`src/rtl/dti_pkg.sv`:
```
package dti_pkg;
   localparam int DEF_FIELD_W = 4;
   localparam int DEF_SEL_W   = 2;

   typedef enum logic {
      FLT_ACT_HIGH = 1'b0,
      FLT_ACT_LOW  = 1'b1
   } flt_pol_e;
endpackage

```
`src/rtl/dti_prescale.sv`:
```
// Restartable divider: tick every 2**sel cycles while run is high.
module dti_prescale #(
   parameter int SEL_W = 2
) (
   input  logic             clk,
   input  logic             rst_n,
   input  logic             run,
   input  logic [SEL_W-1:0] sel,
   output logic             tick
);
   generate
      if (SEL_W == 0) begin : g_nodiv
         assign tick = run;
      end else begin : g_div
         localparam int PRE_W = (1 << SEL_W) - 1;
         logic [PRE_W-1:0] pre_q;
         logic [PRE_W-1:0] limit;

         assign limit = (PRE_W'(1) << sel) - PRE_W'(1);
         assign tick  = run && (pre_q == limit);

         always_ff @(posedge clk or negedge rst_n) begin
            if (!rst_n)          pre_q <= '0;
            else if (!run||tick) pre_q <= '0;
            else                 pre_q <= pre_q + PRE_W'(1);
         end
      end
   endgenerate
endmodule

```
`src/rtl/dti_edge_delay.sv`:
```
// Delays the rising edge of one drive; falling edges pass on the same edge.
module dti_edge_delay #(
   parameter int FIELD_W = 4,
   parameter int SEL_W   = 2
) (
   input  logic               clk,
   input  logic               rst_n,
   input  logic               want,
   input  logic               kill,
   input  logic [FIELD_W-1:0] field,
   input  logic [SEL_W-1:0]   sel,
   output logic               drive
);
   logic [FIELD_W-1:0] cnt_q;
   logic               out_q;
   logic               reached;
   logic               counting;
   logic               tick;

   assign reached  = (cnt_q >= field);
   assign counting = want && !kill && !out_q && !reached;

   dti_prescale #(.SEL_W(SEL_W)) presc_i (
      .clk   (clk),
      .rst_n (rst_n),
      .run   (counting),
      .sel   (sel),
      .tick  (tick)
   );

   always_ff @(posedge clk or negedge rst_n) begin
      if (!rst_n) begin
         cnt_q <= '0;
         out_q <= 1'b0;
      end else if (kill || !want) begin
         cnt_q <= '0;
         out_q <= 1'b0;
      end else if (!out_q && reached) begin
         out_q <= 1'b1;
      end else if (tick) begin
         cnt_q <= cnt_q + FIELD_W'(1);
      end
   end

   assign drive = out_q;
endmodule

```
`src/rtl/dti_fault_latch.sv`:
```
// Combines fault sources; live view plus a sticky copy cleared on request.
module dti_fault_latch import dti_pkg::*; #(
   parameter int       NUM_SRC = 2,
   parameter flt_pol_e POL     = FLT_ACT_HIGH
) (
   input  logic               clk,
   input  logic               rst_n,
   input  logic [NUM_SRC-1:0] src,
   input  logic               clr,
   output logic               live,
   output logic               held
);
   generate
      if (POL == FLT_ACT_LOW) begin : g_low
         assign live = ~&src;
      end else begin : g_high
         assign live = |src;
      end
   endgenerate

   always_ff @(posedge clk or negedge rst_n) begin
      if (!rst_n)    held <= 1'b0;
      else if (live) held <= 1'b1;
      else if (clr)  held <= 1'b0;
   end
endmodule

```
`src/rtl/dti_top.sv`:
```
module dti_top import dti_pkg::*; #(
   parameter int       NUM_CH    = 3,
   parameter int       FIELD_W   = DEF_FIELD_W,
   parameter int       SEL_W     = DEF_SEL_W,
   parameter int       NUM_FAULT = 2,
   parameter flt_pol_e FAULT_POL = FLT_ACT_HIGH
) (
   input  logic                   clk,
   input  logic                   rst_n,
   input  logic [NUM_CH-1:0]      pwm_in,
   input  logic [SEL_W-1:0]       dt_div_sel,
   input  logic [2*FIELD_W-1:0]   dt_delays,
   input  logic [NUM_FAULT-1:0]   fault_in,
   input  logic                   fault_clr,
   output logic [NUM_CH-1:0]      drv_hi,
   output logic [NUM_CH-1:0]      drv_lo
);
   localparam int DT_W = 2 * FIELD_W;

   generate
      if (NUM_CH < 1) begin : g_bad_ch
         $error("dti_top: NUM_CH must be at least 1");
      end
      if (FIELD_W < 1 || FIELD_W > 8) begin : g_bad_fw
         $error("dti_top: FIELD_W must be 1..8");
      end
      if (SEL_W < 1 || SEL_W > 3) begin : g_bad_sel
         $error("dti_top: SEL_W must be 1..3");
      end
      if (NUM_FAULT < 1) begin : g_bad_flt
         $error("dti_top: NUM_FAULT must be at least 1");
      end
   endgenerate

   logic [FIELD_W-1:0] rise_hi_field;
   logic [FIELD_W-1:0] rise_lo_field;
   logic               flt_live;
   logic               flt_held;
   logic               block;

   assign rise_hi_field = dt_delays[DT_W-1:FIELD_W];
   assign rise_lo_field = dt_delays[FIELD_W-1:0];

   dti_fault_latch #(.NUM_SRC(NUM_FAULT), .POL(FAULT_POL)) flt_i (
      .clk   (clk),
      .rst_n (rst_n),
      .src   (fault_in),
      .clr   (fault_clr),
      .live  (flt_live),
      .held  (flt_held)
   );

   assign block = flt_live | flt_held;

   generate
      for (genvar c = 0; c < NUM_CH; c++) begin : g_ch
         logic hi_q;
         logic lo_q;

         dti_edge_delay #(.FIELD_W(FIELD_W), .SEL_W(SEL_W)) hi_i (
            .clk   (clk),
            .rst_n (rst_n),
            .want  (pwm_in[c]),
            .kill  (block),
            .field (rise_hi_field),
            .sel   (dt_div_sel),
            .drive (hi_q)
         );

         dti_edge_delay #(.FIELD_W(FIELD_W), .SEL_W(SEL_W)) lo_i (
            .clk   (clk),
            .rst_n (rst_n),
            .want  (~pwm_in[c]),
            .kill  (block),
            .field (rise_lo_field),
            .sel   (dt_div_sel),
            .drive (lo_q)
         );

         assign drv_hi[c] = hi_q & ~block;
         assign drv_lo[c] = lo_q & ~block;
      end
   endgenerate
endmodule

```
`config.mk`:
```
export PLATFORM = sky130hd
export DESIGN_NAME = dti_top
export DESIGN_NICKNAME = d
export VERILOG_FILES = /design/src/rtl/dti_pkg.sv /design/src/rtl/dti_prescale.sv /design/src/rtl/dti_edge_delay.sv /design/src/rtl/dti_fault_latch.sv /design/src/rtl/dti_top.sv
export SDC_FILE = /design/constraint.sdc
export NUM_CORES = 1
export LEC_CHECK = 0
export BUFFER_PORTS_ARGS = -buffer_cell sky130_fd_sc_hd__clkbuf_2
export CAP_MARGIN = 20
export CORE_ASPECT_RATIO = 1.25
export CORE_MARGIN = 10
export CORE_UTILIZATION = 60
export CTS_BUF_LIST = sky130_fd_sc_hd__clkbuf_2 sky130_fd_sc_hd__clkbuf_4 sky130_fd_sc_hd__clkbuf_8
export CTS_CLUSTER_DIAMETER = 100
export CTS_CLUSTER_SIZE = 28
export DETAILED_ROUTE_END_ITERATION = 12
export PLACE_DENSITY_LB_ADDON = 0.2
export SYNTH_ARGS = -nofsm -noshare
export SYNTH_HDL_FRONTEND = slang
export SYNTH_SLANG_ARGS = --single-unit
export TNS_END_PERCENT = 50
```
`constraint.sdc`:
```
create_clock -name clk -period 2 [get_ports clk]
set_input_delay 0.1 -clock clk [delete_from_list [all_inputs] [get_ports clk]]
set_output_delay 0.1 -clock clk [all_outputs]
set_load 0.01 [all_outputs]
```
Word level (Yosys, flattened, before mapping)
Index checks and enable logic that the tools add are counted.

Output and inout bits: 6. Logic and storage cells: 184. Input port bits: 18. Bits in registers: 49.

$lt $le $gt $ge: 6. Equality and inequality tests: 12. Reductions and logical operators: 84. Muxes and demuxes: 38. Add/subtract/negate cells: 13. Shift operators: 1. Bitwise operators: 11.

Operators with widths (number): 4-bit 2-to-1 mux (18); 1-bit logical AND (30); 2-bit nonzero test (13); 4-bit by 1-bit adder with 4-bit output (second input constant) (6); 4-bit >= comparator (6); 1-bit logical NOT (22); 3-bit by 1-bit adder with 3-bit output (second input constant) (6); 3-bit equality test (6); 3-bit 2-to-1 mux (6); 1-bit 2-to-1 mux (14); 1-bit logical OR (12); 2-bit by 1-bit != test with 1-bit output (second input constant) (6); 2-bit AND reduction (6); 1-bit bitwise AND (6); 1-bit NOT (4); 1-bit by 2-bit left shift with 3-bit output (first input constant) (1); 3-bit by 2-bit subtractor with 3-bit output (second input constant) (1); 2-bit OR reduction (1); 1-bit bitwise OR (1).

Logic depth before layout (Yosys ltp)
Gate-level depths: netlist (run 1).

Depth after elaboration: 10. Depth in mapped cells: 6. Mapped depth without buffers: 6.

By module
A second synthesis (run 1) with hierarchy kept.

Cell total of the unflattened synthesis: 362. Area, all modules: 3493.4 sq um.

By module, submodules not included: dti_edge_delay (instances 6, area an instance 385.4 sq um, sequential area each 125.1 sq um, cells an instance 40); dti_prescale (instances 6, area an instance 178.9 sq um, sequential area each 75.1 sq um, cells an instance 18); dti_top (instances 1, area an instance 62.6 sq um, sequential area each 0.0 sq um, cells an instance 10); dti_fault_latch (instances 1, area an instance 45.0 sq um, sequential area each 25.0 sq um, cells an instance 4).

Least setup slack after synthesis (run 1)
OpenSTA, ideal clock, no wires.

Kind: flip-flop to flip-flop. From: register g_ch[1].hi_i.cnt_q[3]. To: register g_ch[1].hi_i.cnt_q[2]. Setup time: 79 ps. Cell stages (with the launch flop): 6. Data required time: 1921 ps. Path buffers: 0. Arrival time: 1495 ps. Period minus slack after synthesis: 1574 ps. Slack: 426 ps. Path through: dfrtp_1 ha_1 a211oi_1 o21ai_1 a211oi_1 mux2i_1.

Cells in the longest elaborated chain, start to end: 6. Elaborated cells on any way between the ends: 8. Classes of those cells: order compare: 1; eq/ne: 1; reduce/logical: 6.

Ends and longest elaborated chain: from (decl) (RTL line dti_edge_delay.sv:14) `logic [FIELD_W-1:0] cnt_q;`; from (signal assigned) (RTL line dti_edge_delay.sv:41) `cnt_q <= cnt_q + FIELD_W'(1);`; 4-bit >= comparator * (RTL line dti_edge_delay.sv:20) `assign reached = (cnt_q >= field);`; 1-bit logical NOT (RTL line dti_edge_delay.sv:21) `assign counting = want && !kill && !out_q && !reached;`; 1-bit logical AND (RTL line dti_edge_delay.sv:21); 1-bit logical AND (RTL line dti_prescale.sv:20) `assign tick = run && (pre_q == limit);`; 2-bit nonzero test (no line); 2-bit AND reduction (no line) *.

Mark *: on every way between the ends. The rest lies on a longest branch, timed or not. A chain may end at the register's enable or synchronous reset.

Worst setup path after layout (run 1)
From: register g_ch[2].hi_i.cnt_q[0]. To: register g_ch[2].hi_i.cnt_q[3].

Cells in the longest elaborated chain, start to end: 6. Elaborated cells on any way between the ends: 12. Classes of those cells: add/sub: 1; order compare: 1; eq/ne: 1; mux: 3; reduce/logical: 6.

Ends and longest elaborated chain (RTL line): from (decl) (dti_edge_delay.sv:14); from (signal assigned) (dti_edge_delay.sv:41); 4-bit >= comparator (dti_edge_delay.sv:20); 1-bit logical NOT (dti_edge_delay.sv:21); 1-bit logical AND (dti_edge_delay.sv:21); 1-bit logical AND (dti_prescale.sv:20); 2-bit nonzero test (no line); 2-bit AND reduction (no line).

Several ways; a longest one is shown, not always the timed one. The select of a mux whose other input is x is not followed.

==> results of run 1 <==
-- worst max-delay path, stage by stage (launching register included) --
cell	delay [ps]
dfrtp_1	400
inv_1	80
ha_1	270
nor3b_1	200
o21ai_1	200
a211oi_1	360
mux2i_1	220
-- area by class of cell --
type,instances,area (um2),area share (%)
inverter,25,93.8,2.64
multi-input combinational,245,1890,53.1
sequential,49,1230,34.5
tap,62,77.6,2.18
clock buffer,7,90.1,2.54
timing repair buffer,29,178,5.00
-- power by group --
group	internal (uW)	total (uW)	leakage (uW)	switching [uW]
registers	992	995	0.000680	2.72
clock network	289	611	0.0000477	323
logic	66.6	169	0.000855	103
total	1350	1780	0.00158	428
-- layer usage --
| layer | routed length [um] | track usage, % | up-vias |
|---|---|---|---|
| li1 | - | - | 1263 |
| met1 | 2880 | 19.1 | 1190 |
| met2 | 3150 | 26.7 | 36 |
| met3 | 265 | 3.50 | 12 |
| met4 | 110 | 6.09 | 0 |
| met5 | 0 | 0 | - |
-- logic make-up (layout without fill, tap and decap cells) --
family	count (synthesis)	after routing
xor gates and xnor gates	6	6
AOI/OAI and AO/OA	43	43
DFF	49	49
and+or+nand+nor	136	136
buffers and inverters	33	61
adders and majority gates	36	36
muxes	24	24
-- metrics by stage --
step	worst slack (ps)	hold slack (ps)	util, %	instances
final	195	31.0	69.0	417
after global placement	257	117	66.7	408
after global routing	-9.53	62.1	69.0	417
after floorplan	426	-196	-	327
after CTS	185	27.0	68.9	417
after detailed placement	228	116	66.7	408
-- state kept, by name, indices dropped and copies added (netlist names) --
register,flops
g_ch.lo_i.cnt_q,12
g_ch.lo_i.drive,3
g_ch.lo_i.presc_i.g_div.pre_q,9
g_ch.hi_i.drive,3
g_ch.hi_i.presc_i.g_div.pre_q,9
flt_i.held,1
g_ch.hi_i.cnt_q,12
-- cells in the final DEF (no fill, tap or decap) --
master | netlist | layout
nor4bb_1 | 1 | 1
or3_1 | 7 | 7
or4_4 | 6 | 6
a211oi_1 | 18 | 17
nor4_1 | 18 | 18
dlygate4sd3_1 | 0 | 2
buf_4 | 0 | 3
and2_1 | 13 | 13
o21ai_0 | 1 | 1
buf_12 | 0 | 1
ha_1 | 36 | 36
dfrtp_1 | 49 | 49
mux2i_1 | 24 | 24
o211ai_1 | 6 | 6
o31ai_2 | 4 | 4
and2_0 | 2 | 2
clkbuf_2 | 1 | 23
and4_1 | 6 | 6
a211oi_2 | 0 | 1
nand2b_1 | 9 | 9
a21oi_1 | 6 | 6
nand3_1 | 6 | 6
nor4b_1 | 6 | 6
clkbuf_8 | 0 | 6
o31ai_1 | 2 | 2
nand2_1 | 45 | 45
o21ai_1 | 6 | 6
nor3_2 | 0 | 1
nor2_1 | 4 | 4
and4bb_2 | 5 | 5
xnor2_1 | 6 | 6
inv_1 | 25 | 25
nor3b_1 | 6 | 6
clkbuf_4 | 0 | 1
or2_4 | 1 | 1
-- final timing paths --
path                                                startpoint                                   to  slack (ps)  cells after the start
max reg2reg                              g_ch[2].hi_i.cnt_q[0]                g_ch[2].hi_i.cnt_q[3]         190                      6
max in group asynchronous                                rst_n                   g_ch[1].lo_i.drive        1450                      3
min in group asynchronous                                rst_n                   g_ch[2].lo_i.drive         300                      3
min reg2reg                g_ch[1].lo_i.presc_i.g_div.pre_q[0]  g_ch[1].lo_i.presc_i.g_div.pre_q[0]         520                      1
min                                                fault_in[0]                           flt_i.held          30                      3
max                                      g_ch[2].hi_i.cnt_q[0]                g_ch[2].hi_i.cnt_q[3]         190                      6
-- timing repair --
action | CTS | global route
gates resized for setup | 0 | 1
setup endpoints to repair | 0 | 2
hold buffers | 2 | 0
buffers inserted | 0 | 0
hold endpoints to repair | 50 | 0
==> results.md, run 1 <==
* Final setup skew at 6.28 ps
* Flip-flop and latch count after synthesis at 49
* Basic-gate share of the synthesized area counting and, or, nand and nor cells at 25.5%
* Most frequent cells after synthesis: dfrtp_1 (49), nand2_1 (45), ha_1 (36), inv_1 (25), mux2i_1 (24)
* Startpoint class of the critical path: flip-flop
* Most instantiated library cell after synthesis: dfrtp_1
* Final wirelength at 6.40 mm
* First-pass GRT wire length at 11.5 mm
* Period utilization at 90.3%
* Layout Nets at 409
* Share of layout cells above drive strength 1 at 14.6%
* Floorplan core area at 5150 um2
* Cell leakage power at 0.00158 uW
* Count of yosys warnings during synthesis at 0
* Largest cells by area after synthesis: dfrtp_1 (38%), ha_1 (14%), mux2i_1 (7.4%), nand2_1 (5.2%), a211oi_1 (4.2%)
* Crit. End Element: flip-flop
* Total power per unit cell area at 500 nW/um2
* Drt drc at 0
* Horizontal die dimension at 85.7 um
* Antenna fix cells at 0
* Max cap viols at 0
* Iteration count of the initial detailed-routing pass at 4
* Area share of xor/xnor cells in the synthesized design at 1.62%
* CTS Buf Count at 5
* Fraction of the mapped netlist area in compound gates at 9.58%
* Max Fclk at 554 MHz
* Summed instance area of the synthesized netlist at 3240 um2
* Relative slew margins at 63.3%
* Number of vias per cell at 6.00
* Root buf cell: clkbuf_8
* Synth area leader: dfrtp_1
* Gr ovfl total at 0
* HPWL Detailed at 4.84 mm
* Hold Fails Final Rpt at 0
* Fin Setup TNS at 0 ps
* Routed length per instance at 15.3 um
* Number of antenna violations at the first check in global routing at 0
* Placed standard-cell area at 3440 um2
* Critical setup path kind: reg -> reg
* Commonest register cell after synthesis: dfrtp_1
* Worst Max-Slew Pin Slew at 546 ps
* CTS tree: yes
* Routability congestion estimate at 0.830
* Status: finished, final reports clean
* Shortest clock period the worst path allows after layout at 1810 ps
* Post-detailed-route count of antenna-violating nets at 0
* Adder-Cell Fraction of Synth Area at 13.9%
* Share of flip-flops with an asynchronous set or reset after synthesis at 100%
* Total count of max-transition violations in the final report at 0
* Yosys top cell area share at 37.9%
* Combinational family with the most area after synthesis: simple AND/OR/NAND/NOR gates
* GRT Util Overall at 15.8%
* Distinct cells, synth at 33
* Vias in the first global route at 2569
* Largest buffer count on any clock path at 2
* Sequential cell area fraction in the yosys report at 37.9%
* Top fanout value on the critical path at 7
* Peak ir drop on the vdd network at 406 uV
* DIE AREA at 8750 um2
* Count of H-tree levels built during CTS at 2
* First DRT Iteration DRCs at 118
* Initial cell density of the core at 62.8%
* Path class of the lowest-slack min-delay path: in -> reg
* Worst-Skew Late Latency at 310 ps
* Detailed-route via count at 2501
* Avg Cell Area, Syn at 9.90 um2
* Fill cells at 402
* Setup repair after global routing missed its margin: true
* Synth Instances at 327
* IO Port Bufs at 23
* Clock slew at the register clock pins of the worst setup and hold paths at 90 ps
* Final instance area at 3550 um2
* Die Y-Extent at 102 um
* Post-Synthesis Net Count at 381
* Overall power at 1780 uW
* Maximum number of pins on one net before global-route repair at 50
* Share of cell area taken by muxes after synthesis at 7.42%
* Std-Cell Rows at 29
* Top-Level Pins at 24
* Required time worst endpoint at 2240 ps
* Data arrival time of the worst path at 2040 ps
* Post-synth EDFFs at 0
* # clock sinks at 49
* Area overhead of the layout relative to synthesis at 9.74%
* Setup violators final at 0
Note: power is estimated with default switching activity, not from simulation.
==> inputs of run 2 (changes only) <==
--- a/config.mk
+++ b/config.mk
@@ -9,7 +9,7 @@
 export CAP_MARGIN = 20
 export CORE_ASPECT_RATIO = 1.25
 export CORE_MARGIN = 10
-export CORE_UTILIZATION = 60
+export CORE_UTILIZATION = 25
 export CTS_BUF_LIST = sky130_fd_sc_hd__clkbuf_2 sky130_fd_sc_hd__clkbuf_4 sky130_fd_sc_hd__clkbuf_8
 export CTS_CLUSTER_DIAMETER = 100
 export CTS_CLUSTER_SIZE = 28
==> run 2 against run 1 <==
Global-route usage shrank 7.6 points; clock-buffer cell count grew 1; worst hold slack gained 14 ps.
==> results.md, run 2 (same netlist as run 1, synthesis figures left out) <==
* IO Port Bufs at 23
* Clock power share at 35.0%
* Number of post-CTS setup repair buffers at 0
* Initial cell density of the core at 25.5%
* Gr ovfl total at 0
* Path class of the lowest-slack min-delay path: in -> reg
* Drt drc at 0
* Setup repair after global routing missed its margin: true
* DIE AREA at 17900 um2
* Antenna fix cells at 0
* Worst slack at placement at 228 ps
* Critical setup path kind: reg -> reg
* Worst Max-Slew Pin Slew at 516 ps
* First-pass GRT wire length at 12.2 mm
* Largest buffer count on any clock path at 2
* Max Fclk at 566 MHz
* Startpoint class of the critical path: flip-flop
* Detailed-route via count at 2468
* Post-route setup slack at 234 ps
* GRT Util Overall at 8.16%
* HPWL Detailed at 5.21 mm
* Final non-filler cell total at 523
* Critical Path Slowest Stage Cell: dfrtp_1
* Destination of the worst hold path: flt_i.held
* Relative slew margins at 65.3%
* Layout Nets at 408
* Setup violators final at 0
* CTS Buf Count at 5
* Floorplan core area at 12700 um2
* Hold Fails Final Rpt at 0
* Most Used Layer, Global Route: met2
* Post-Route Hold Slack at 45.3 ps
* Number of vias per cell at 4.72
* Cell leakage power at 0.00158 uW
* Die Y-Extent at 147 um
* Routability congestion estimate at 0.715
* Top-Level Pins at 24
* Data arrival time of the worst path at 1980 ps
* Total power per unit cell area at 488 nW/um2
* Internal power of the cells at 1350 uW
* Total count of max-transition violations in the final report at 0
* Status: finished, final reports clean
* Top library cells by usage in the layout, fill and taps aside: dfrtp_1 (49), nand2_1 (45), ha_1 (36), inv_1 (25), mux2i_1 (24)
* Commonest non-fill, non-tap cell in the layout: dfrtp_1
* Combinational share of power at 9.5%
* Global routing met1 resource utilization at 10.4%
* Std-Cell Rows at 46
* Worst-Skew Late Latency at 300 ps
* Met3 track utilization from global routing at 1.84%
* Root buf cell: clkbuf_8
* Worst stage delay on the critical path at 410 ps
* Routed length per instance at 13.3 um
* Cell Chain, Critical Path: inv_1 > ha_1 > nor3b_1 > o21ai_1 > a211oi_1 > mux2i_1
* Setup slack of the most critical reg-to-reg path at 230 ps
* CTS tree: yes
* Endpoint of the worst register-to-register path: g_ch[1].hi_i.cnt_q[2]
* Share of layout cells above drive strength 1 at 14.6%
* Final setup skew at 9.15 ps
* Clock slew at the register clock pins of the worst setup and hold paths at 90 ps
* Max cap viols at 0
* Depth of the worst hold-timing path at 3
* GR Util met2 at 13.4%
* Period utilization at 88.3%
* Required time worst endpoint at 2220 ps
* Peak ir drop on the vdd network at 283 uV
* Net Sw Frac at 24.8%
* First DRT Iteration DRCs at 81
* Share of total power in sequential cells at 55.5%
* Count of H-tree levels built during CTS at 2
* Maximum number of pins on one net before global-route repair at 50
* Number of antenna violations at the first check in global routing at 0
* Largest registers: g_ch.hi_i.cnt_q x12, g_ch.lo_i.cnt_q x12
* Crit. End Element: flip-flop
* Switching power at 445 uW
* Shortest clock period the worst path allows after layout at 1770 ps
* Area overhead of the layout relative to synthesis at 13.6%
* Top fanout value on the critical path at 7
* Cell total after placement at 513
* Fin Setup TNS at 0 ps
* Post-detailed-route count of antenna-violating nets at 0
* Worst r2r src: g_ch[1].hi_i.cnt_q[0]
* Vias in the first global route at 2570
* Cells on worst reg2reg path at 6
* Horizontal die dimension at 122 um
* Iteration count of the initial detailed-routing pass at 4
* Worst Min Path Start: fault_in[0]
* # clock sinks at 49
* Final wirelength at 6.98 mm
[run 2: power by group through the flow]
stage,clock network [uW],registers [uW],logic [uW]
global placement,0,1010,170
floorplan,0,1010,96.7
CTS,657,995,177
global route,695,996,198
finish,628,995,171
detailed placement,0,1010,173
[run 2: worst max path at each step]
stage / slack (ps) / to / cells after the start / startpoint
after floorplan: 430 / g_ch[1].hi_i.cnt_q[2] / 5 / g_ch[1].hi_i.cnt_q[3]
after global placement: 230 / g_ch[2].hi_i.cnt_q[3] / 6 / g_ch[2].hi_i.cnt_q[0]
after detailed placement: 230 / g_ch[2].hi_i.cnt_q[3] / 6 / g_ch[2].hi_i.cnt_q[0]
after CTS: 200 / g_ch[1].hi_i.cnt_q[2] / 6 / g_ch[1].hi_i.cnt_q[0]
after global routing: -1 / g_ch[1].lo_i.cnt_q[3] / 5 / g_ch[1].lo_i.cnt_q[3]
final: 230 / g_ch[1].hi_i.cnt_q[2] / 6 / g_ch[1].hi_i.cnt_q[0]
[run 2: what timing repair did]
item                                   CTS  global route
endpoints found under the hold margin   50             0
setup endpoints to repair                0             2
resized for setup                        0             1
hold buffers                             2             0
[run 2: area by class of cell]
class	count	area, um2
Sequential cell	49	1230
Clock buffer	8	91.3
Timing Repair Buffer	28	170
Fill cell	1313	9040
Tap cell	168	210
Inverter	25	93.8
Multi-Input combinational cell	245	1890
[run 2: per-layer routing]
layer,share of wire [%],wire length [um]
met1,48,3370
met2,47,3270
met3,3.7,260
met4,1.2,85
met5,0,0
[run 2: worst max-delay path, delay by kind of cell, from the launching register on]
family          cells  cell delay [ps]
compound gates      2              520
fa+ha+maj           1              270
buf+inv             1               80
flops               1              410
mux                 1              230
simple gates        1              180
[run 2: per-stage QoR]
step                      total power (uW)  utilization [%]  area (um2)
final                                 1790             28.9        3680
after floorplan                       1110                -        3240
after detailed placement              1190             28.0        3560
after global placement                1180             28.0        3560
after CTS                             1830             28.9        3670
after global routing                  1890             28.9        3680
